File: src/rtl/panel_init_seq.sv
module panel_init_seq #(
  parameter int CLK_PER_MS = 50000,
  parameter int MS_W = 8,
  parameter int RST_HI_MS = 100,
  parameter int RST_LO_MS = 40,
  parameter int RST_SETTLE_MS = 100,
  parameter int DISP_GAP_MS = 100,
  parameter logic [7:0] ID_CMD = 8'h04,
  parameter logic [7:0] ID_SHORT = 8'h80,
  parameter logic [7:0] DISP_ON = 8'h29,
  parameter logic [7:0] SLEEP_OUT = 8'h11
) (
  input  logic       clk,
  input  logic       rst_n,
  input  logic       start,
  output logic       panel_rst_n,
  output logic       req,
  output logic       req_rd,
  output logic [8:0] req_word,
  input  logic       ack,
  input  logic       ack_err,
  input  logic [7:0] ack_data,
  output logic       done,
  output logic       err,
  output logic       script_sel
);
  timeunit 1ns;
  timeprecision 1ps;

  localparam int PRE_W = (CLK_PER_MS > 1) ? $clog2(CLK_PER_MS) : 1;
  localparam int ENT_W = 5;
  localparam int CNT_W = 5;
  localparam int DLY_W = 7;
  localparam int MAXP  = 21;
  localparam int PAR_W = 8 * MAXP;
  localparam int ROM_W = 8 + CNT_W + DLY_W + PAR_W;
  localparam logic [ENT_W-1:0] LAST_SHORT = 5'd7;
  localparam logic [ENT_W-1:0] LAST_LONG  = 5'd21;

  typedef enum logic [3:0] {
    S_IDLE, S_RHI, S_RLO, S_RSET, S_ID, S_SEND, S_POST, S_DON, S_GAP, S_SOUT, S_DONE
  } st_t;

  st_t st;
  logic [PRE_W-1:0] pre;
  logic [MS_W-1:0]  ms_left;
  logic [ENT_W-1:0] ent;
  logic [CNT_W-1:0] widx;
  logic [7:0]       cur_cmd;
  logic [CNT_W-1:0] cur_cnt;
  logic [DLY_W-1:0] cur_dly;
  logic [PAR_W-1:0] cur_par;
  logic             waiting, tick, expire, last_ent;

  // Entry record: {command, parameter count, post-wait ms, parameters (first byte most significant)}
  function automatic logic [ROM_W-1:0] script_rom(input logic sel, input logic [ENT_W-1:0] e);
    logic [7:0]       c;
    logic [CNT_W-1:0] n;
    logic [DLY_W-1:0] d;
    logic [PAR_W-1:0] p;
    c = 8'h00; n = '0; d = '0; p = '0;
    if (!sel) begin
      case (e)
        5'd0: begin c = 8'h36; n = 5'd1;  p = 168'h08; end
        5'd1: begin c = 8'h3A; n = 5'd1;  p = 168'h66; end
        5'd2: begin c = 8'hB6; n = 5'd4;  p = 168'h22E2FF04; end
        5'd3: begin c = 8'hC5; n = 5'd2;  p = 168'h006A; end
        5'd4: begin c = 8'hE0; n = 5'd16; p = 168'h00070D1013190F0C050806130F30201F; end
        5'd5: begin c = 8'hE1; n = 5'd16; d = 7'd20;  p = 168'h1F20300F130608050C0F1913100D0700; end
        5'd6: begin c = 8'hB0; n = 5'd1;  p = 168'h01; end
        5'd7: begin c = 8'hB4; n = 5'd1;  d = 7'd100; p = 168'h02; end
        default: ;
      endcase
    end else begin
      case (e)
        5'd0:  begin c = 8'hFF; n = 5'd3;  p = 168'hFF9806; end
        5'd1:  begin c = 8'hBA; n = 5'd1;  p = 168'h60; end
        5'd2:  begin c = 8'hBC; n = 5'd21; p = 168'h0110617401011B127100000001010500FFF2010040; end
        5'd3:  begin c = 8'hBD; n = 5'd8;  p = 168'h0123456701234567; end
        5'd4:  begin c = 8'hBE; n = 5'd9;  p = 168'h012222BADC26282222; end
        5'd5:  begin c = 8'hC7; n = 5'd1;  p = 168'h74; end
        5'd6:  begin c = 8'hED; n = 5'd3;  p = 168'h7F0F00; end
        5'd7:  begin c = 8'hC0; n = 5'd3;  p = 168'h030B00; end
        5'd8:  begin c = 8'hFC; n = 5'd1;  p = 168'h08; end
        5'd9:  begin c = 8'hB6; n = 5'd1;  p = 168'hA0; end
        5'd10: begin c = 8'hDF; n = 5'd6;  p = 168'h000000000020; end
        5'd11: begin c = 8'hF3; n = 5'd1;  p = 168'h74; end
        5'd12: begin c = 8'hB4; n = 5'd3;  p = 168'h000000; end
        5'd13: begin c = 8'hF7; n = 5'd1;  p = 168'h82; end
        5'd14: begin c = 8'hB1; n = 5'd3;  p = 168'h001313; end
        5'd15: begin c = 8'hF2; n = 5'd4;  p = 168'h80054028; end
        5'd16: begin c = 8'hC1; n = 5'd4;  p = 168'h17757920; end
        5'd17: begin c = 8'h36; n = 5'd1;  p = 168'h00; end
        5'd18: begin c = 8'h3A; n = 5'd1;  p = 168'h66; end
        5'd19: begin c = 8'hE0; n = 5'd16; p = 168'h00030B0C0E08C504080C131111140C10; end
        5'd20: begin c = 8'hE1; n = 5'd16; p = 168'h000D110C0C047603080B16100D160A00; end
        5'd21: begin c = 8'h35; n = 5'd1;  p = 168'h00; end
        default: ;
      endcase
    end
    return {c, n, d, p};
  endfunction

  assign {cur_cmd, cur_cnt, cur_dly, cur_par} = script_rom(script_sel, ent);
  assign last_ent = (ent == (script_sel ? LAST_LONG : LAST_SHORT));

  assign waiting = (st == S_RHI) || (st == S_RLO) || (st == S_RSET) || (st == S_POST) || (st == S_GAP);
  assign tick    = waiting && (pre == PRE_W'(CLK_PER_MS - 1));
  assign expire  = tick && (ms_left == MS_W'(1));

  assign req         = (st == S_ID) || (st == S_SEND) || (st == S_DON) || (st == S_SOUT);
  assign req_rd      = (st == S_ID);
  assign done        = (st == S_DONE);
  assign panel_rst_n = (st != S_IDLE) && (st != S_RLO);

  always_comb begin
    case (st)
      S_ID:    req_word = {1'b0, ID_CMD};
      S_SEND:  req_word = (widx == '0) ? {1'b0, cur_cmd}
                                       : {1'b1, cur_par[{cur_cnt - widx, 3'b000} +: 8]};
      S_DON:   req_word = {1'b0, DISP_ON};
      S_SOUT:  req_word = {1'b0, SLEEP_OUT};
      default: req_word = 9'h000;
    endcase
  end

  always_ff @(posedge clk or negedge rst_n) begin
    if (!rst_n) begin
      st         <= S_IDLE;
      pre        <= '0;
      ms_left    <= '0;
      ent        <= '0;
      widx       <= '0;
      err        <= 1'b0;
      script_sel <= 1'b0;
    end else begin
      pre <= (waiting && !tick) ? pre + 1'b1 : '0;
      if (tick) ms_left <= ms_left - 1'b1;
      if (req && ack && ack_err) err <= 1'b1;
      case (st)
        S_IDLE: if (start) begin
          st <= S_RHI;
          ms_left <= MS_W'(RST_HI_MS);
        end
        S_RHI: if (expire) begin
          st <= S_RLO;
          ms_left <= MS_W'(RST_LO_MS);
        end
        S_RLO: if (expire) begin
          st <= S_RSET;
          ms_left <= MS_W'(RST_SETTLE_MS);
        end
        S_RSET: if (expire) st <= S_ID;
        S_ID: if (ack) begin
          script_sel <= ack_err || (ack_data != ID_SHORT);
          ent  <= '0;
          widx <= '0;
          st   <= S_SEND;
        end
        S_SEND: if (ack) begin
          if (widx != cur_cnt) widx <= widx + 1'b1;
          else begin
            widx <= '0;
            if (cur_dly != '0) begin
              st <= S_POST;
              ms_left <= MS_W'(cur_dly);
            end else if (last_ent) st <= S_DON;
            else ent <= ent + 1'b1;
          end
        end
        S_POST: if (expire) begin
          if (last_ent) st <= S_DON;
          else begin
            ent <= ent + 1'b1;
            st  <= S_SEND;
          end
        end
        S_DON: if (ack) begin
          st <= S_GAP;
          ms_left <= MS_W'(DISP_GAP_MS);
        end
        S_GAP:  if (expire) st <= S_SOUT;
        S_SOUT: if (ack) st <= S_DONE;
        default: ;
      endcase
    end
  end


  word_hold_chk: assert property (@(posedge clk) disable iff (!rst_n)
    (req && !ack) |=> (req && $stable(req_word) && $stable(req_rd)));


  quiet_in_reset_chk: assert property (@(posedge clk) disable iff (!rst_n)
    !panel_rst_n |-> !req);


  err_sticky_chk: assert property (@(posedge clk) disable iff (!rst_n)
    err |=> err);


  done_hold_chk: assert property (@(posedge clk) disable iff (!rst_n)
    done |=> (done && !req));


  sel_frozen_chk: assert property (@(posedge clk) disable iff (!rst_n)
    (req && !req_rd) |=> $stable(script_sel));


  pre_range_chk: assert property (@(posedge clk) disable iff (!rst_n)
    pre <= PRE_W'(CLK_PER_MS - 1));
endmodule

File: config.mk
export PLATFORM = sky130hd
export DESIGN_NAME = panel_init_seq
export DESIGN_NICKNAME = d
export VERILOG_FILES = /design/src/rtl/panel_init_seq.sv
export SDC_FILE = /design/constraint.sdc
export NUM_CORES = 1
export LEC_CHECK = 0
export BUFFER_PORTS_ARGS = -buffer_cell sky130_fd_sc_hd__buf_4
export CAP_MARGIN = 20
export CORE_AREA = 2 2 107 109
export DETAILED_ROUTE_END_ITERATION = 10
export DIE_AREA = 0 0 109 111
export GPL_TIMING_DRIVEN = 0
export PLACE_DENSITY = 0.77
export SLEW_MARGIN = 30
export SYNTH_ARGS = -nofsm -noshare
export SYNTH_HDL_FRONTEND = slang
export SYNTH_SLANG_ARGS = --single-unit
File: constraint.sdc
create_clock -name clk -period 15.5 [get_ports clk]
set_input_delay 1.55 -clock clk [delete_from_list [all_inputs] [get_ports clk]]
set_output_delay 1.55 -clock clk [all_outputs]
set_load 0.03 [all_outputs]
# After elaboration in Yosys (flattened, before gate mapping)
# Index checks and enable logic that the tools add are counted.
dict set report word_totals {
  latch_bits 0
  mem_bits_ro 0
  n_memories 0
  elab_cells 146
  regBits 40
  ramBits 0
  inputBits 13
}
dict set report op_classes {
  bitwise 0
  magnitude_cmp 0
  n_shift 1
  eq_ne 50
  muxes 49
  add_sub_neg 5
  n_mul 0
  n_div 0
  n_reduce_logical 34
}
# op count
set ops {}
lappend ops {{$pmux W161 S18} 1}
lappend ops {{$pmux W125 S8} 1}
lappend ops {{$pmux W8 S22} 1}
lappend ops {{$mux W168} 1}
lappend ops {{$shiftx A168 B9 Y8} 1}
lappend ops {{$mux W8} 9}
lappend ops {{$pmux W8 S8} 1}
lappend ops {{$mux W4} 13}
lappend ops {{$mux W5} 10}
lappend ops {{$eq A5 B4 Y1 const B} 8}
lappend ops {{$pmux W4 S10} 1}
lappend ops {{$pmux W5 S8} 1}
lappend ops {{$pmux W8 S5} 1}
lappend ops {{$pmux W9 S4} 1}
lappend ops {{$eq A5 B5 Y1 const B} 6}
lappend ops {{$ne A2 B2 Y1 const B} 11}
lappend ops {{$eq A5 B3 Y1 const B} 4}
lappend ops {{$pmux W5 S4} 1}
lappend ops {{$add A16 B1 Y16 const B} 1}
lappend ops {{$eq A16 B16 Y1 const B} 1}
lappend ops {{$eq A4 B3 Y1 const B} 4}
lappend ops {{$mux W16} 1}
lappend ops {{$pmux W5 S3} 1}
lappend ops {{$pmux W7 S2} 1}
lappend ops {{other kinds (37)} 58}

# Longest topological paths before layout
dict set report depth {
  ltp_word 11
  mapped_depth 22
  depth_no_buf 18
}

# Worst setup path before layout
# No wires, ideal clock.
dict set report synth_path {
  path_kind {register to output}
  start {register ent[3]}
  end {output port req_word[6]}
  t_arrival_ns 5.270
  path_slack_ns 8.680
  path_buffers 8
  path_stages_with_launch 22
  cell_sequence {dfrtp_1 > buf_2 > buf_2 > buf_2 > buf_1 > buf_1 > and3_1 > ha_1 > nor2_1 > a2bb2oi_1 > or4_1 > o21ai_1 > o22a_1 > ha_1 > fa_1 > clkbuf_1 > buf_1 > clkbuf_1 > o22ai_1 > nand2_1 > a31oi_1 > a211oi_1}
}
dict set report synth_via {
  elab_chain_len 8
}
# element line
set synth_lines {}
lappend synth_lines {{start: declaration} 47} ;# logic [ENT_W-1:0] ent;
lappend synth_lines {{start signal: assignment} 168} ;# else ent <= ent + 1'b1;
lappend synth_lines {{start signal: assignment} 174} ;# ent <= ent + 1'b1;
lappend synth_lines {{$eq A5 B5 Y1, or another cell as far along} 75} ;# case (e)
lappend synth_lines {{$reduce_or A9 Y1 (no source line), or another cell as far along} -}
lappend synth_lines {{$pmux W5 S8 / $pmux W5 S4 (equally long branches)} {75, 63}}
lappend synth_lines {{$mux W5} 62} ;# if (!sel) begin
lappend synth_lines {{$sub A5 B5 Y5} 120} ;# : {1'b1, cur_par[{cur_cnt - widx, 3'b000} +: 8]};
lappend synth_lines {{$shiftx A168 B9 Y8} 120}
lappend synth_lines {{$mux W9 *} 119} ;# S_SEND: req_word = (widx == '0) ? {1'b0, cur_cmd}
lappend synth_lines {{$pmux W9 S4 *} 117} ;# case (st)
lappend synth_lines {{end: declaration} 19} ;# output logic [8:0] req_word,
# Every way passes the cells marked *; elsewhere a longest branch is shown, timed or not.

# Worst setup path after layout
dict set report layout_path {
  start {register ent[3]}
  end {output port req_word[7]}
}
# Same word-level chain as after synthesis.

==> impl_metrics.prom <==
# TYPE chip_impl_metric gauge
chip_impl_metric{name="critPathMaxStageDelay",unit="ns"} 0.59
chip_impl_metric{name="stdcell_area",unit="µm²"} 5880
chip_impl_metric{name="detail_route.drc_violations",unit=""} 0
chip_impl_metric{name="rows",unit=""} 39
chip_impl_info{name="critical_path.cell_chain",value="buf_2, buf_2, buf_2, buf_1, buf_1, and3_1, ha_1, nor2_1, a2bb2oi_1, or4_1, o21ai_1, o22a_1, ha_1, fa_1, clkbuf_1, buf_1, clkbuf_1, a31oi_1, nor3_1, o21ai_0, a21oi_1, buf_4"} 1
chip_impl_metric{name="worstPathRequired",unit="ns"} 13.95
chip_impl_metric{name="max_slew.worst_pin.slew",unit="ns"} 0.938
chip_impl_metric{name="avgViaCountPerCell",unit=""} 7.08
chip_impl_metric{name="overall_via_count_from_detail_route",unit=""} 6839
chip_impl_metric{name="utilization",unit="%"} 53.1
chip_impl_metric{name="yosysUniqueCellTypes",unit=""} 84
chip_impl_metric{name="fin_hold_ws",unit="ns"} 0.468
chip_impl_info{name="worst_hold_path_type",value="reg -> reg"} 1
chip_impl_metric{name="mean_routed_wirelength_per_cell",unit="µm"} 24.0
chip_impl_metric{name="timing.final.hold_violations",unit=""} 0
chip_impl_metric{name="fmax",unit="GHz"} 0.110
chip_impl_metric{name="postCtsSetupRepairBufs",unit=""} 0
chip_impl_info{name="reg2reg_from",value="ent[3]$_DFFE_PN0P_"} 1
chip_impl_metric{name="slew_headroom",unit="%"} 37.0
chip_impl_metric{name="dp_hpwl",unit="mm"} 17.1
chip_impl_info{name="cts_tree",value="yes"} 1
chip_impl_info{name="synth_top_cells_by_area",value="sky130_fd_sc_hd__dfrtp_1 (19%), sky130_fd_sc_hd__nor2_1 (7.5%), sky130_fd_sc_hd__nand2_1 (6.2%)"} 1
chip_impl_info{name="outcome",value="complete, no violations"} 1
chip_impl_metric{name="chipWidth",unit="µm"} 109
chip_impl_metric{name="crit_arrival",unit="ns"} 7.50
chip_impl_metric{name="synth_seq_cells",unit=""} 40
chip_impl_info{name="worst_path_max_delay_cell",value="sky130_fd_sc_hd__fa_1"} 1
chip_impl_metric{name="first_global_vias",unit=""} 6433
chip_impl_info{name="start_kind",value="flip-flop"} 1
chip_impl_metric{name="initialDrtViolationCount",unit=""} 1205
chip_impl_metric{name="numPortBuffers",unit=""} 26
chip_impl_metric{name="detailed_router_iteration_count_before_antenna_repair",unit=""} 6
chip_impl_metric{name="cts-buffers-inserted",unit=""} 5
chip_impl_metric{name="clock-skew-final",unit="ns"} 0.00476
chip_impl_metric{name="placed_area",unit="µm²"} 5740
chip_impl_info{name="synthFlopType",value="sky130_fd_sc_hd__dfrtp_1"} 1
chip_impl_metric{name="path_max_fanout",unit=""} 10
chip_impl_metric{name="tritoncts_num_sinks",unit=""} 40
chip_impl_metric{name="setup-tns-final",unit="ns"} 0
chip_impl_metric{name="cts_resized",unit=""} 0
chip_impl_metric{name="syn2layout_area_growth",unit="%"} 9.66
chip_impl_metric{name="combinationalPowerShare",unit="%"} 11.0
chip_impl_metric{name="synth-warning-count",unit=""} 0
chip_impl_metric{name="diode_insertion_count_for_antenna_repair",unit=""} 0
chip_impl_metric{name="sw_frac_of_total",unit="%"} 26.1
chip_impl_metric{name="synth-edff-count",unit=""} 0
chip_impl_metric{name="power.static_leakage",unit="nW"} 2.31
chip_impl_metric{name="netlist_instances",unit=""} 790
chip_impl_metric{name="h-tree-depth",unit=""} 2
chip_impl_info{name="synth_top_area_cell",value="sky130_fd_sc_hd__dfrtp_1"} 1
chip_impl_metric{name="fp.dieH",unit="µm"} 111
chip_impl_metric{name="die_area",unit="µm²"} 12100
chip_impl_metric{name="design.core.area",unit="µm²"} 11100
chip_impl_metric{name="yosysSeqAreaShare",unit="%"} 18.7
chip_impl_metric{name="maximum_clock_insertion_buffer_count",unit=""} 2
chip_impl_metric{name="nNetsFinal",unit=""} 851
chip_impl_metric{name="p_clk_share",unit="%"} 43.6
chip_impl_metric{name="drv.max_cap_violation_count",unit=""} 0
chip_impl_metric{name="largest_net_degree_at_the_start_of_global_routing",unit=""} 41
chip_impl_metric{name="cts_hold_buf",unit=""} 0
chip_impl_metric{name="worst-path-buf-inv",unit=""} 9
chip_impl_info{name="clk_root_buffer_cell",value="sky130_fd_sc_hd__clkbuf_16"} 1
chip_impl_metric{name="grt_pass1_wl",unit="mm"} 36.0
chip_impl_metric{name="postSynth.asyncResetShare",unit="%"} 100
chip_impl_metric{name="final-max-slew-violation-count",unit=""} 0
chip_impl_metric{name="finalWirelength",unit="mm"} 23.2
chip_impl_metric{name="finalSetupViolations",unit=""} 0
chip_impl_metric{name="worst-r2r-setup-slack",unit="ns"} 9.41
chip_impl_metric{name="synth.cell_area",unit="µm²"} 5360
chip_impl_metric{name="seq_power_share",unit="%"} 45.3
chip_impl_metric{name="p_per_area",unit="nW/µm²"} 39.4
chip_impl_metric{name="globalplace.congestion",unit=""} 1.13
chip_impl_metric{name="finalCriticalPeriod",unit="ns"} 9.05
chip_impl_metric{name="floorplan.io_pins",unit=""} 28
chip_impl_metric{name="syn_avg_cell_area",unit="µm²"} 6.79
chip_impl_metric{name="worst_setup_hold_path_clk_slew",unit="ns"} 0.06
chip_impl_metric{name="grt_util_overall",unit="%"} 38.5
chip_impl_metric{name="layout-drive-gt1-share",unit="%"} 8.63
chip_impl_info{name="worstSetupPathType",value="reg -> out"} 1
chip_impl_info{name="beginning_of_the_critical_path",value="ent[3]$_DFFE_PN0P_"} 1
chip_impl_metric{name="vdd_ir_drop_max",unit="mV"} 0.0755
chip_impl_info{name="rsz0062_at_grt",value="false"} 1
chip_impl_metric{name="synth_nets",unit=""} 818
chip_impl_metric{name="stdcell_count",unit=""} 966
chip_impl_metric{name="switching_power",unit="µW"} 60.5
chip_impl_metric{name="intPower",unit="µW"} 172
chip_impl_info{name="hold_path.startpoint",value="pre[0]$_DFF_PN0_"} 1
chip_impl_info{name="critical_path.top_delay_family",value="buffers and inverters"} 1
chip_impl_metric{name="worst_skew_pair.late_latency",unit="ns"} 0.29
chip_impl_metric{name="yosys.area.top_type_share",unit="%"} 18.7
chip_impl_info{name="crit_path_end_kind",value="output port"} 1
chip_impl_metric{name="initial_utilization",unit="%"} 48.4
chip_impl_metric{name="globalRouteOverflowTotal",unit=""} 0
chip_impl_metric{name="post-route-period-util",unit="%"} 58.4
chip_impl_metric{name="postRouteAntennaNets",unit=""} 0
chip_impl_metric{name="antenna_found_initial",unit=""} 0
chip_impl_metric{name="dp_cells",unit=""} 959
## final cells by class
cell class	count	area (µm²)
Fill cell	1131	5190
Timing Repair Buffer	26	195
Inverter	25	93.8
Multi-Input combinational cell	663	4010
Sequential cell	40	1000
Buffer	62	263
Tap cell	143	179
Clock buffer	5	125
Clock inverter	2	12.5
## stage by stage
stage	power, mW	worst slack [ns]
floorplan	0.122	8.68
global placement	0.132	6.96
detailed placement	0.132	7.15
CTS	0.232	6.82
global route	0.239	6.27
finish	0.232	6.45
## per-layer routing
layer / GRT usage [%] / wire length [µm] / vias to the layer above
met5: 0 / 0 / -
met4: 25.3 / 1860 / 0
met3: 7.11 / 2560 / 138
met2: 58.3 / 10100 / 574
met1: 49.4 / 8670 / 3143
li1: - / - / 2984
## flip-flops by register name (all words and copies together), names as in the netlist
signal,cells
err,1
st,4
pre,16
script_sel,1
widx,5
ms_left,8
ent,5
## cell usage after synthesis (all sizes together) (6+ instances only)
cell      n
a211oi   18
nor4     10
dfrtp    40
ha       14
xor2     14
xnor2    14
o22ai    11
o211ai   13
a31oi    13
nand2    89
nor2b     9
o311ai    6
a21oi    66
nor3     30
nand4     7
o221ai    6
o21ai    66
nor2    107
inv      22
a21o      6
and3     11
buf      22
clkbuf   40
nand3    28
nand2b   20
o31ai     9
## power groups by stage
| stage | clock network [mW] | registers (mW) | logic (mW) |
|---|---|---|---|
| after global placement | 0 | 0.107 | 0.0248 |
| after global routing | 0.106 | 0.105 | 0.0275 |
| after floorplan | 0 | 0.107 | 0.0145 |
| after detailed placement | 0 | 0.107 | 0.0245 |
| final | 0.101 | 0.105 | 0.0256 |
| after CTS | 0.102 | 0.105 | 0.0246 |
## cells in the final DEF, fill, tap and decap left out, types with 12 or more instances in the layout
cell                       instances
sky130_fd_sc_hd__ha_1             14
sky130_fd_sc_hd__a211oi_1         16
sky130_fd_sc_hd__clkbuf_1         40
sky130_fd_sc_hd__inv_1            21
sky130_fd_sc_hd__xnor2_1          14
sky130_fd_sc_hd__dfrtp_1          40
sky130_fd_sc_hd__nor2_1          107
sky130_fd_sc_hd__nand2b_1         20
sky130_fd_sc_hd__o211ai_1         12
sky130_fd_sc_hd__a21oi_1          66
sky130_fd_sc_hd__nand3_1          28
sky130_fd_sc_hd__nand2_1          89
sky130_fd_sc_hd__a31oi_1          13
sky130_fd_sc_hd__nor3_1           29
sky130_fd_sc_hd__xor2_1           14
sky130_fd_sc_hd__buf_4            26
sky130_fd_sc_hd__o21ai_0          62
sky130_fd_sc_hd__buf_2            12
## worst reg2reg max path, delay by kind of cell (launching register included)
kind                       cells  cell delay, ns
xor gates and xnor gates       1            0.16
DFF                            1            0.40
and+or+nand+nor                6            0.95
AOI/OAI and AO/OA              5            1.56
adders and majority gates      2            0.67
buffers and inverters          7            2.23
## cells by family (layout without fill, tap and decap cells)
| logic type | count (synthesis) | count (layout) | synth area share (%) |
|---|---|---|---|
| buf+inv | 87 | 120 | 6.65 |
| xor+xnor | 29 | 29 | 5.02 |
| flops | 40 | 40 | 18.7 |
| compound gates | 269 | 269 | 33.2 |
| mux | 7 | 7 | 1.61 |
| simple gates | 343 | 343 | 31.2 |
| fa+ha+maj | 15 | 15 | 3.64 |
## worst paths after layout
path / depth (start not counted) / endpoint
hold reg to reg: 1 / pre[0]$_DFF_PN0_
setup reg to reg: 21 / ent[3]$_DFFE_PN0P_
setup / recovery: 22 / req_word[7]
hold / removal: 1 / pre[0]$_DFF_PN0_
max in group asynchronous: 1 / pre[12]$_DFF_PN0_
min in group asynchronous: 1 / pre[8]$_DFF_PN0_
No activity file was read; power rests on OpenSTA's default activity.
